--- config.mk ---
export PLATFORM = sky130hd
export DESIGN_NAME = mp_wake_detect
export DESIGN_NICKNAME = d
export VERILOG_FILES = /design/src/rtl/mp_pkg.sv /design/src/rtl/mp_mode_ctrl.sv /design/src/rtl/mp_dest_check.sv /design/src/rtl/mp_seq_scan.sv /design/src/rtl/mp_wake_detect.sv
export SDC_FILE = /design/constraint.sdc
export NUM_CORES = 1
export LEC_CHECK = 0
export CAP_MARGIN = 20
export CORE_ASPECT_RATIO = 0.7
export CORE_UTILIZATION = 30
export CTS_CLUSTER_SIZE = 30
export DETAILED_ROUTE_END_ITERATION = 8
export MAX_ROUTING_LAYER = met4
export PLACE_DENSITY = 0.51
export SLEW_MARGIN = 5
export SYNTH_ARGS = -nofsm -noshare
export SYNTH_HDL_FRONTEND = slang
export SYNTH_SLANG_ARGS = --single-unit
--- constraint.sdc ---
create_clock -name clk -period 13.6 [get_ports clk]
set_clock_uncertainty 0.2 [all_clocks]
set_input_delay 2.04 -clock clk [delete_from_list [all_inputs] [get_ports clk]]
set_output_delay 2.04 -clock clk [all_outputs]
set_load 0.005 [all_outputs]
--- src/rtl/mp_pkg.sv ---
package mp_pkg;
  localparam int BYTE_W = 8;
  typedef logic [BYTE_W-1:0] mp_byte_t;

  typedef struct packed {
    logic     sof;
    logic     eof;
    mp_byte_t data;
  } mp_beat_t;
endpackage

--- src/rtl/mp_mode_ctrl.sv ---
module mp_mode_ctrl (
  input  logic clk,
  input  logic rst_n,
  input  logic mode_sel,
  input  logic sw_enable,
  input  logic power_good,
  output logic active
);
  logic active_q;

  always_ff @(posedge clk) begin
    if (!rst_n) active_q <= 1'b0;
    else        active_q <= mode_sel & (~power_good | sw_enable);
  end

  assign active = active_q;

  // hardware entry when power-good drops
  p_mode_on_r1: assert property (@(posedge clk) disable iff (!rst_n)
    (mode_sel && !power_good) |=> active);
  // exit when power-good returns and software enable is clear
  p_mode_off_r1: assert property (@(posedge clk) disable iff (!rst_n)
    (power_good && !sw_enable) |=> !active);
endmodule

--- src/rtl/mp_dest_check.sv ---
module mp_dest_check
  import mp_pkg::*;
#(
  parameter int ADDR_BYTES = 6,
  parameter int IDX_W      = 11
) (
  input  logic           clk,
  input  logic           rst_n,
  input  logic           take,
  input  mp_beat_t       beat,
  input  logic [IDX_W-1:0] cur_idx,
  input  mp_byte_t       addr_b [ADDR_BYTES],
  output logic           match_now
);
  logic match_q;
  logic base;
  logic byte_ok;

  always_comb begin
    base    = beat.sof ? 1'b1 : match_q;
    byte_ok = 1'b1;
    for (int i = 0; i < ADDR_BYTES; i++) begin
      if (cur_idx == IDX_W'(i) && beat.data != addr_b[i]) byte_ok = 1'b0;
    end
    match_now = base & byte_ok;
  end

  always_ff @(posedge clk) begin
    if (!rst_n)    match_q <= 1'b1;
    else if (take) match_q <= match_now;
  end

  // once the destination field is past, the verdict only changes at a new frame
  p_dest_hold_r8: assert property (@(posedge clk) disable iff (!rst_n)
    (take && !beat.sof && cur_idx >= IDX_W'(ADDR_BYTES) && !match_q) |=> !match_q);
endmodule

--- src/rtl/mp_seq_scan.sv ---
module mp_seq_scan
  import mp_pkg::*;
#(
  parameter int ADDR_BYTES = 6,
  parameter int COPIES     = 16,
  parameter int HDR_BYTES  = 14,
  parameter int IDX_W      = 11
) (
  input  logic             clk,
  input  logic             rst_n,
  input  logic             take,
  input  mp_beat_t         beat,
  input  logic [IDX_W-1:0] cur_idx,
  input  mp_byte_t         addr_b [ADDR_BYTES],
  output logic             hit,
  output logic [IDX_W-1:0] hit_at
);
  localparam int POS_W = $clog2(ADDR_BYTES);
  localparam int CNT_W = $clog2(COPIES + 1);
  localparam logic [POS_W-1:0] POS_LAST = POS_W'(ADDR_BYTES - 1);

  logic [POS_W-1:0] pos_q, pos_b, pos_n;
  logic [CNT_W-1:0] cnt_q, cnt_b, cnt_n;
  logic             found_q, found_b, found_n;
  logic [IDX_W-1:0] at_q, at_n;
  logic             in_data;

  always_comb begin
    pos_b   = beat.sof ? '0   : pos_q;
    cnt_b   = beat.sof ? '0   : cnt_q;
    found_b = beat.sof ? 1'b0 : found_q;
    pos_n   = pos_b;
    cnt_n   = cnt_b;
    found_n = found_b;
    at_n    = at_q;
    in_data = cur_idx >= IDX_W'(HDR_BYTES);
    if (in_data && !found_b) begin
      if (beat.data == addr_b[pos_b]) begin
        if (pos_b == POS_LAST) begin
          pos_n = '0;
          cnt_n = cnt_b + 1'b1;
          if (cnt_b == CNT_W'(COPIES - 1)) begin
            found_n = 1'b1;
            at_n    = cur_idx + 1'b1;
          end
        end else begin
          pos_n = pos_b + 1'b1;
        end
      end else if (beat.data == addr_b[0]) begin
        pos_n = POS_W'(1);
        cnt_n = '0;
      end else begin
        pos_n = '0;
        cnt_n = '0;
      end
    end
  end

  always_ff @(posedge clk) begin
    if (!rst_n) begin
      pos_q   <= '0;
      cnt_q   <= '0;
      found_q <= 1'b0;
      at_q    <= '0;
    end else if (take) begin
      pos_q   <= pos_n;
      cnt_q   <= cnt_n;
      found_q <= found_n;
      at_q    <= at_n;
    end
  end

  assign hit    = found_n;
  assign hit_at = at_n;

  // run position always inside one address copy
  p_pos_range_r6: assert property (@(posedge clk) disable iff (!rst_n)
    pos_q <= POS_LAST);
  // never more copies than required
  p_cnt_bound_r5: assert property (@(posedge clk) disable iff (!rst_n)
    cnt_q <= CNT_W'(COPIES));
  // header bytes never advance the copy count
  p_hdr_quiet_r4: assert property (@(posedge clk) disable iff (!rst_n)
    (take && cur_idx < IDX_W'(HDR_BYTES)) |=> (cnt_q == '0 && !found_q));
endmodule

--- src/rtl/mp_wake_detect.sv ---
module mp_wake_detect
  import mp_pkg::*;
#(
  parameter int ADDR_BYTES = 6,
  parameter int COPIES     = 16,
  parameter int HDR_BYTES  = 14,
  parameter int FCS_BYTES  = 4,
  parameter int IDX_W      = 11,
  localparam int ADDR_W    = 8 * ADDR_BYTES
) (
  input  logic              clk,
  input  logic              rst_n,
  input  logic              rx_valid,
  output logic              rx_ready,
  input  logic [7:0]        rx_data,
  input  logic              rx_sof,
  input  logic              rx_eof,
  input  logic [ADDR_W-1:0] station_addr,
  input  logic              any_dest,
  input  logic              mode_sel,
  input  logic              sw_enable,
  input  logic              power_good,
  output logic              mode_active,
  output logic              rx_flush,
  output logic              tx_inhibit,
  output logic              wake_pulse
);
  mp_byte_t         addr_b [ADDR_BYTES];
  mp_beat_t         beat;
  logic             take;
  logic [IDX_W-1:0] idx_q, cur_idx;
  logic             dest_now, hit;
  logic [IDX_W-1:0] hit_at;
  logic [IDX_W:0]   frame_len, need_len;
  logic             wake_q, wake_n;
  logic             active;

  for (genvar g = 0; g < ADDR_BYTES; g++) begin : g_addr
    assign addr_b[g] = station_addr[8*(ADDR_BYTES-1-g) +: 8];
  end

  assign rx_ready = 1'b1;
  assign take     = rx_valid;
  assign beat     = '{sof: rx_sof, eof: rx_eof, data: rx_data};
  assign cur_idx  = rx_sof ? '0 : idx_q;

  always_ff @(posedge clk) begin
    if (!rst_n) idx_q <= '0;
    else if (take && cur_idx != '1) idx_q <= cur_idx + 1'b1;
  end

  mp_mode_ctrl u_mode (
    .clk(clk), .rst_n(rst_n), .mode_sel(mode_sel), .sw_enable(sw_enable),
    .power_good(power_good), .active(active)
  );

  mp_dest_check #(.ADDR_BYTES(ADDR_BYTES), .IDX_W(IDX_W)) u_dest (
    .clk(clk), .rst_n(rst_n), .take(take), .beat(beat), .cur_idx(cur_idx),
    .addr_b(addr_b), .match_now(dest_now)
  );

  mp_seq_scan #(.ADDR_BYTES(ADDR_BYTES), .COPIES(COPIES), .HDR_BYTES(HDR_BYTES),
                .IDX_W(IDX_W)) u_scan (
    .clk(clk), .rst_n(rst_n), .take(take), .beat(beat), .cur_idx(cur_idx),
    .addr_b(addr_b), .hit(hit), .hit_at(hit_at)
  );

  always_comb begin
    frame_len = {1'b0, cur_idx} + 1'b1;
    need_len  = {1'b0, hit_at} + (IDX_W+1)'(FCS_BYTES);
    wake_n    = take && rx_eof && active && hit && (any_dest || dest_now) &&
                (need_len <= frame_len);
  end

  always_ff @(posedge clk) begin
    if (!rst_n) wake_q <= 1'b0;
    else        wake_q <= wake_n;
  end

  assign mode_active = active;
  assign rx_flush    = active;
  assign tx_inhibit  = active;
  assign wake_pulse  = wake_q;

  // pulse lasts one cycle
  p_wake_single_r9: assert property (@(posedge clk) disable iff (!rst_n)
    wake_pulse |=> !wake_pulse);
  // pulse only while mode was active
  p_wake_mode_r9: assert property (@(posedge clk) disable iff (!rst_n)
    wake_pulse |-> $past(mode_active));
  // pulse follows an end-of-frame beat
  p_wake_eof_r7: assert property (@(posedge clk) disable iff (!rst_n)
    wake_pulse |-> $past(rx_valid && rx_eof));
  // never back-pressure
  p_ready_r3: assert property (@(posedge clk) disable iff (!rst_n) rx_ready);
endmodule

# Word level (Yosys, flattened, before mapping)
# Cells that the tools add are included.
# W data, S select, Z words.
totals:
  register_bits: 34
  in_bits: 65
op_classes:
  add_sub_neg: 5
  order_cmp: 3
  n_eq_ne: 16
  muxes: 29
  bitwise_logic: 5
  n_reduce_logical: 16
op_table:
  columns: ["op", "count"]
  rows:
  - ["$mux W11", 5]
  - ["$ne A8 B8 Y1", 6]
  - ["$bmux W8 S3", 1]
  - ["$eq A11 B2 Y1 const B", 2]
  - ["$eq A11 B3 Y1 const B", 2]
  - ["$mux W5", 4]
  - ["$eq A8 B8 Y1", 2]
  - ["$mux W8", 2]
  - ["$logic_and A1 B1 Y1", 13]
  - ["$mux W1", 13]
  - ["$add A11 B1 Y12 const B", 1]
  - ["$add A11 B3 Y12 const B", 1]
  - ["$le A12 B12 Y1", 1]
  - ["$mux W3", 4]
  - ["$add A11 B1 Y11 const B", 1]
  - ["$eq A11 B1 Y1 const B", 1]
  - ["$ge A11 B4 Y1 const B", 1]
  - ["$logic_not A11 Y1", 1]
  - ["$ne A11 B11 Y1 const B", 1]
  - ["$add A5 B1 Y5 const B", 1]
  - ["$eq A5 B4 Y1 const B", 1]
  - ["$ge A4 B4 Y1 const B", 1]
  - ["$not A3 Y4", 1]
  - ["$add A3 B1 Y3 const B", 1]
  - ["other kinds (6)", 7]

# Depth between registers and ports, before layout
depth:
  depth_word: 13
  ltp_mapped: 28

# By module
# Synthesis repeated with hierarchy kept, for this count alone.
unflattened:
  cells_unflattened: 508
  area_unflattened_um2: 4150.2
by_module_without_submodules:
  columns: ["module", "n_inst", "cells_each", "area_each_um2", "seq_area_each_um2"]
  rows:
  - ["mp_seq_scan", 1, 271, 2184.6, 400.4]
  - ["mp_wake_detect", 1, 144, 1174.9, 240.2]
  - ["mp_dest_check", 1, 89, 754.5, 20.0]
  - ["mp_mode_ctrl", 1, 4, 36.3, 20.0]

# Worst setup path after synthesis
# No wires, ideal clock.
synth_timing:
  kind: "input port to flip-flop"
  startpoint: "input port rx_sof"
  endpoint: "register wake_q, in the netlist wake_pulse"
  setup_ns: 0.092
  arrival_ns: 6.909
  required_ns: 13.308
  setup_slack_ns: 6.400
  cell_stages: 28
  n_path_buf: 7
  path_cell_list: "buf_2 > clkbuf_1 > clkbuf_1 > clkbuf_1 > clkbuf_1 > nand2b_1 > inv_1 > ha_1 > o211ai_1 > a21oi_1 > and3_1 > clkbuf_1 > and2_1 > and3_1 > buf_2 > nand2_1 > a21boi_0 > ha_1 > and2_1 > nand4_1 > xnor2_1 > mux2i_1 > ha_1 > nand4_1 > nor2_1 > a2111oi_0 > nor2_1 > nor4_1"
synth_via:
  elab_cells_between_ends: 50
  cone_classes: "add/sub: 3; order compare: 2; eq/ne: 8; mux: 22; bitwise: 2; reduce/logical: 13"
synth_lines:
  columns: ["element", "line", "rtl"]
  rows:
  - ["start: declaration", "mp_wake_detect.sv:16", "input logic rx_sof,"]
  - ["branches (longest 7 deep; another with $add A11 B1 Y11)", null, null]
  - ["$mux W11 *", "mp_seq_scan.sv:37", "if (in_data && !found_b) begin"]
  - ["named net hit_at[2]", "mp_wake_detect.sv:33", "logic [IDX_W-1:0] hit_at;"]
  - ["$add A11 B3 Y12 *", "mp_wake_detect.sv:70", "need_len = {1'b0, hit_at} + (IDX_W+1)'(FCS_BYTES);"]
  - ["$le A12 B12 Y1 *", "mp_wake_detect.sv:72", "(need_len <= frame_len);"]
  - ["$logic_and A1 B1 Y1 *", "mp_wake_detect.sv:71", "wake_n = take && rx_eof && active && hit && (any_dest || dest_now) &&"]
  - ["end signal: assignment", "mp_wake_detect.sv:77", "else wake_q <= wake_n;"]
  - ["end: declaration", "mp_wake_detect.sv:35", "logic wake_q, wake_n;"]
# Mark *: on every way through the listed nets, which the timed path passes. The select of a mux whose other input is x is not followed.
# A chain may end at the register's enable or synchronous reset.

# Final worst setup path
# Same ends and word-level chain as after synthesis.

==> flow_results.org <==
** Drt
- Routed via count divided by cell count :: about 5.3
- Routed WL :: approximately 12000 microns
- Across all layers, the routed design uses 3655 vias.
- Initial detailed-routing violation count :: 309
- In the final routed layout, each cell accounts on average for between 15 and 20 microns.
- Drt drc :: 0
- The first TritonRoute pass finished after 5 iterations.
- The count of nets left with antenna violations once routing finished came out at 0.

** Timing
- Shortest clock period the worst path allows after layout :: 7.91 ns
- The worst path uses between 50 and 60% of the clock period.
- Final setup violation count :: 0
- Unrepaired setup endpoints after global routing :: no
- Worst-case headroom to the max-slew limit :: between 30 and 40%
- Derived from the worst setup path, the maximum achievable clock frequency is approximately 130 MHz.
- The number of slew-limit violations in the final report was 0.
- Slew of the pin with the lowest slew margin :: 0.946 ns
- Total Negative Setup Slacks :: 0 ns
- The hold violation total from the final report is 0.

** Synthesis
- Syn Nets :: about 570
- Each instance of the synthesized netlist takes up on average between 7 and 8 sq um.
- After synthesis the netlist holds a flip-flop and latch count of 34.
- The synthesized netlist devotes under 10% of its cell area to adder and majority cells.
- Synthesis produced a netlist whose cell count is 490.
- Number of distinct library cells after synthesis :: between 60 and 70
- Share of synthesized flip-flops with an asynchronous set or reset :: 0%
- Of the synthesized area, sequential elements account for between 10% and 20%.
- XOR/XNOR Fraction of Synth Area :: about 17%
- Number of flops mapped to enable cells by yosys :: 0
- Synthesized cell area :: between 3000 and 4000 sq um
- Dominant combinational cell family by area after synthesis :: simple AND/OR/NAND/NOR gates
- Warnings from Yosys :: 0
- Complex-gate fraction of the synthesized area :: between 20% and 30%
- Among all flip-flop cells after synthesis, the most frequent one is dfxtp_1.
- Post-synthesis simple-gate area fraction :: 24.5%
- Post-synthesis mux area share :: 7.62%

** GRT
- Entering global routing, the biggest net connects between 40 and 50 pins.
- For this run, the total global-route usage over all layers was measured as 20.1%.
- Wire length of the first global-routing pass :: between 15000 and 20000 microns
- Antenna violations before repair :: 0
- Via count of the first global-routing pass :: between 3000 and 4000
- Summed over all layers, the global routing overflow is 0.

** Worst setup path
- The cell family contributing the most delay on the critical path is simple AND/OR/NAND/NOR gates.
- Cell-by-cell trace of the critical path :: clkdlybuf4s50_1 -> buf_4 -> or2_0 -> a22oi_1 -> nor3b_1 -> or4_4 -> nor4_4 -> and3_1 -> nand2_1 -> a21boi_0 -> ha_1 -> nand3_1 -> xor2_1 -> mux2i_1 -> ha_1 -> a21o_1 -> a21oi_1 -> nor2_1 -> a2111oi_0 -> nor2_1 -> nor4_1
- Along the worst path, the maximum fanout reaches 47.
- Number of cell instances on the worst register-to-register path :: 20
- CP Class :: in -> reg
- The worst setup path is captured at a flip-flop.
- Kind of start point of the critical path :: input pin
- Counting both buffers and inverters, the worst setup path holds a total of 2.
- RR Startpoint :: u_scan.pos_q[0]
- At the worst endpoint, the required time is between 10 and 15 ns.
- Data on the critical path arrives at its endpoint at a little under 8 ns.
- Cell at the slowest stage of the critical path :: and3_1
- Longest individual stage delay on the worst path :: 0.69 ns
- Setup slack on the worst reg-to-reg path comes out at ~7.5 ns.
- The endpoint identified for the worst register-to-register timing path is wake_pulse.

** Min path
- Endpoint of the worst hold-timing path :: u_scan.found_q
- Worst hold path cell count :: 2
- The startpoint identified for the worst hold timing path is u_scan.found_q.
- The min-delay analysis places its worst path in the category reg -> reg.

** Place
- Routability Congestion :: about 0.96
- Buffers placed on the I/O ports in this run total between 60 and 70.
- Post-detailed-placement half-perimeter wirelength :: approximately 9300 microns

** Clocking
- In this run, post-CTS hold repair placed 0 buffers.
- The later pin in the worst-skew pair is clocked with a latency of slightly below 0.3 ns.
- Root buffer cell :: clkbuf_16
- Post CTS Setup Buffer Count :: 0
- Gates resized during post-CTS repair numbered 0.
- Maximum buffer depth of the clock tree :: 2
- Total number of H-tree levels :: 2
- Clock-pin slew was measured on the worst setup and hold paths at roughly 0.06 ns.
- TritonCTS clock tree :: built
- Number of clock sinks :: 34
- In this run, CTS created clock tree buffers numbering 5.

** Power
- Standby leakage power :: approximately 1.6 nW
- IR analysis of the VDD net gives a maximum drop of between 0.00003 and 0.00004 V.
- The design draws around 0.3 mW.
- Total power per unit cell area :: between 60 and 70 nW/um^2

** Final layout
- In the final layout, the share of cells above drive strength 1 is 3.57%.
- At the end of the flow, the number of nets in the layout was between 600 and 700.
- Counting the fill cells in the layout gives approximately 1200.
- Area growth syn-to-layout :: 24.1%
- Ant. Diodes :: 0

** Floorplanning
- Once the floorplan was initialized, standard cells occupied between 30% and 40% of the core.
- In this run the standard cell core region covers between 10000 and 15000 sq um.
- Row cnt :: 33
- In this run the vertical extent of the chip is approximately 95 microns.
- Die Footprint :: 12800 sq um
- During I/O placement, the number of pins put on the boundary was 70.
- Die Wd :: 135 microns

** Run
- Max-cap violations in this run came to 0.

** Outcome
- Outcome :: completed
==> per-layer routing <==
metal  track usage (%)  vias up  wire, microns
met2              27.4      112           4630
li1                  -     1852              -
met4              3.46        0             48
met1              29.4     1685           6260
met5                 -        -              0
met3              4.89        6            858
==> worst max path at each step <==
stage,endpoint,from,depth (start not counted),slack (ns)
2_1_floorplan,wake_pulse,rx_sof,28,6.40
3_3_place_gp,wake_pulse,rx_sof,21,5.63
3_5_place_dp,wake_pulse,rx_sof,21,5.49
4_1_cts,wake_pulse,rx_sof,21,5.74
5_1_grt,wake_pulse,rx_sof,21,5.26
6_report,wake_pulse,rx_sof,21,5.69
==> cell usage after synthesis, drive strengths merged (2+ instances only) <==
cell / instances / share of area, %
xnor2: 62 / 15
dfxtp: 34 / 18
nand2: 32 / 3.3
nor2: 31 / 3.1
mux2i: 26 / 7.0
a21oi: 25 / 3.4
nand3: 25 / 3.4
nand4: 23 / 3.9
clkbuf: 21 / 2.1
o21ai: 21 / 2.8
ha: 19 / 6.4
buf: 17 / 2.3
inv: 17 / 1.7
o31ai: 12 / 2.4
nor2b: 10 / 1.7
a21o: 8 / 1.6
nor3: 8 / 1.1
xor2: 8 / 1.9
and3: 7 / 1.2
nand2b: 6 / 1.0
a211oi: 5 / 1.0
and2: 5 / 0.84
o32ai: 5 / 1.2
a22o: 4 / 0.94
a22oi: 4 / 0.81
a31oi: 4 / 0.67
nor4: 4 / 1.1
o211ai: 4 / 0.81
o22ai: 4 / 0.67
or2: 4 / 0.67
a21boi: 3 / 0.61
nand3b: 3 / 0.61
nor3b: 3 / 0.74
o21a: 3 / 0.61
or3: 3 / 0.51
or4: 3 / 0.71
mux2: 2 / 0.61
o32a: 2 / 0.54
==> flip-flops by register name, indices dropped and copies added (netlist names) <==
register and cells:
idx_q 11, u_scan.at_q 11, u_scan.cnt_q 5, u_scan.pos_q 3, u_dest.match_q 1, u_mode.active 1
u_scan.found_q 1, wake_pulse 1
==> power by group <==
| group | switching (mW) | internal, mW | total, mW | leakage (nW) |
|---|---|---|---|---|
| registers | 0.00216 | 0.101 | 0.103 | 0.276 |
| clock network | 0.0450 | 0.0727 | 0.118 | 0.0739 |
| logic | 0.0436 | 0.0413 | 0.0849 | 1.28 |
==> area by class of cell <==
class / instances / area [sq um] / area share (%)
clock buffers: 7 / 143 / 3.10
clock inverters: 1 / 5.00 / 0.109
inverters: 17 / 63.8 / 1.39
multi-input cells: 401 / 2800 / 60.8
flip-flops and latches: 34 / 681 / 14.8
well taps: 157 / 196 / 4.27
repair buffers: 72 / 714 / 15.5
==> worst register-to-register path, cell delays in order (launching register included) <==
cell and delay (ns):
dfxtp_1 0.53, buf_4 0.37, mux2i_1 0.41, a22oi_1 0.17, nor3b_1 0.18, or4_4 0.57
nor4_4 0.44, and3_1 0.69, nand2_1 0.15, a21boi_0 0.17, ha_1 0.32, nand3_1 0.13
xor2_1 0.16, mux2i_1 0.09, ha_1 0.31, a21o_1 0.16, a21oi_1 0.25, nor2_1 0.06
a2111oi_0 0.37, nor2_1 0.09, nor4_1 0.23
==> kinds of logic (layout without fill, tap and decap cells) <==
kind of cell | Yosys count | in the layout
other | 1 | 1
AND/OR/NAND/NOR | 170 | 170
buffers and inverters | 55 | 97
multiplexers | 28 | 28
flip-flops | 34 | 34
AO/OA/AOI/OAI | 113 | 113
XOR/XNOR | 70 | 70
adder cells (fa/ha/maj) | 19 | 19
==> through the flow <==
| step | instance area, sq um | util [%] | instances | worst slack, ns | hold WS, ns |
|---|---|---|---|---|---|
| after floorplan | 3710 | - | 490 | 6.40 | 0.240 |
| after global placement | 4450 | 37.4 | 680 | 5.63 | 0.259 |
| after detailed placement | 4450 | 37.4 | 680 | 5.49 | 0.263 |
| after CTS | 4590 | 38.6 | 688 | 5.74 | 0.273 |
| after global routing | 4600 | 38.7 | 689 | 5.26 | 0.307 |
| final | 4600 | 38.7 | 689 | 5.69 | 0.278 |
==> layout by cell type (no fill, tap or decap), types with 3 or more instances in the layout <==
| cell | netlist | layout |
|---|---|---|
| a21o_1 | 8 | 8 |
| and3_1 | 7 | 7 |
| a21oi_1 | 25 | 25 |
| nand3_1 | 25 | 25 |
| a22oi_1 | 4 | 4 |
| nor3_1 | 8 | 8 |
| mux2i_1 | 26 | 26 |
| o21a_1 | 3 | 3 |
| xor2_1 | 8 | 8 |
| o31ai_1 | 12 | 12 |
| a22o_1 | 4 | 4 |
| o211ai_1 | 4 | 4 |
| or3_1 | 3 | 3 |
| nor2_1 | 31 | 31 |
| clkbuf_16 | 0 | 5 |
| nor2b_1 | 10 | 10 |
| nand2b_1 | 6 | 6 |
| buf_4 | 3 | 3 |
| nand3b_1 | 3 | 3 |
| o21ai_0 | 19 | 19 |
| dfxtp_1 | 34 | 34 |
| o22ai_1 | 4 | 4 |
| clkdlybuf4s50_1 | 0 | 68 |
| nand4_1 | 23 | 23 |
| a211oi_1 | 5 | 5 |
| nor4_1 | 3 | 3 |
| nand2_1 | 31 | 31 |
| a31oi_1 | 4 | 4 |
| o32ai_1 | 5 | 5 |
| xnor2_1 | 62 | 62 |
| and2_1 | 5 | 5 |
| inv_1 | 17 | 17 |
| ha_1 | 19 | 19 |
Note: power is estimated with default switching activity, not from simulation.
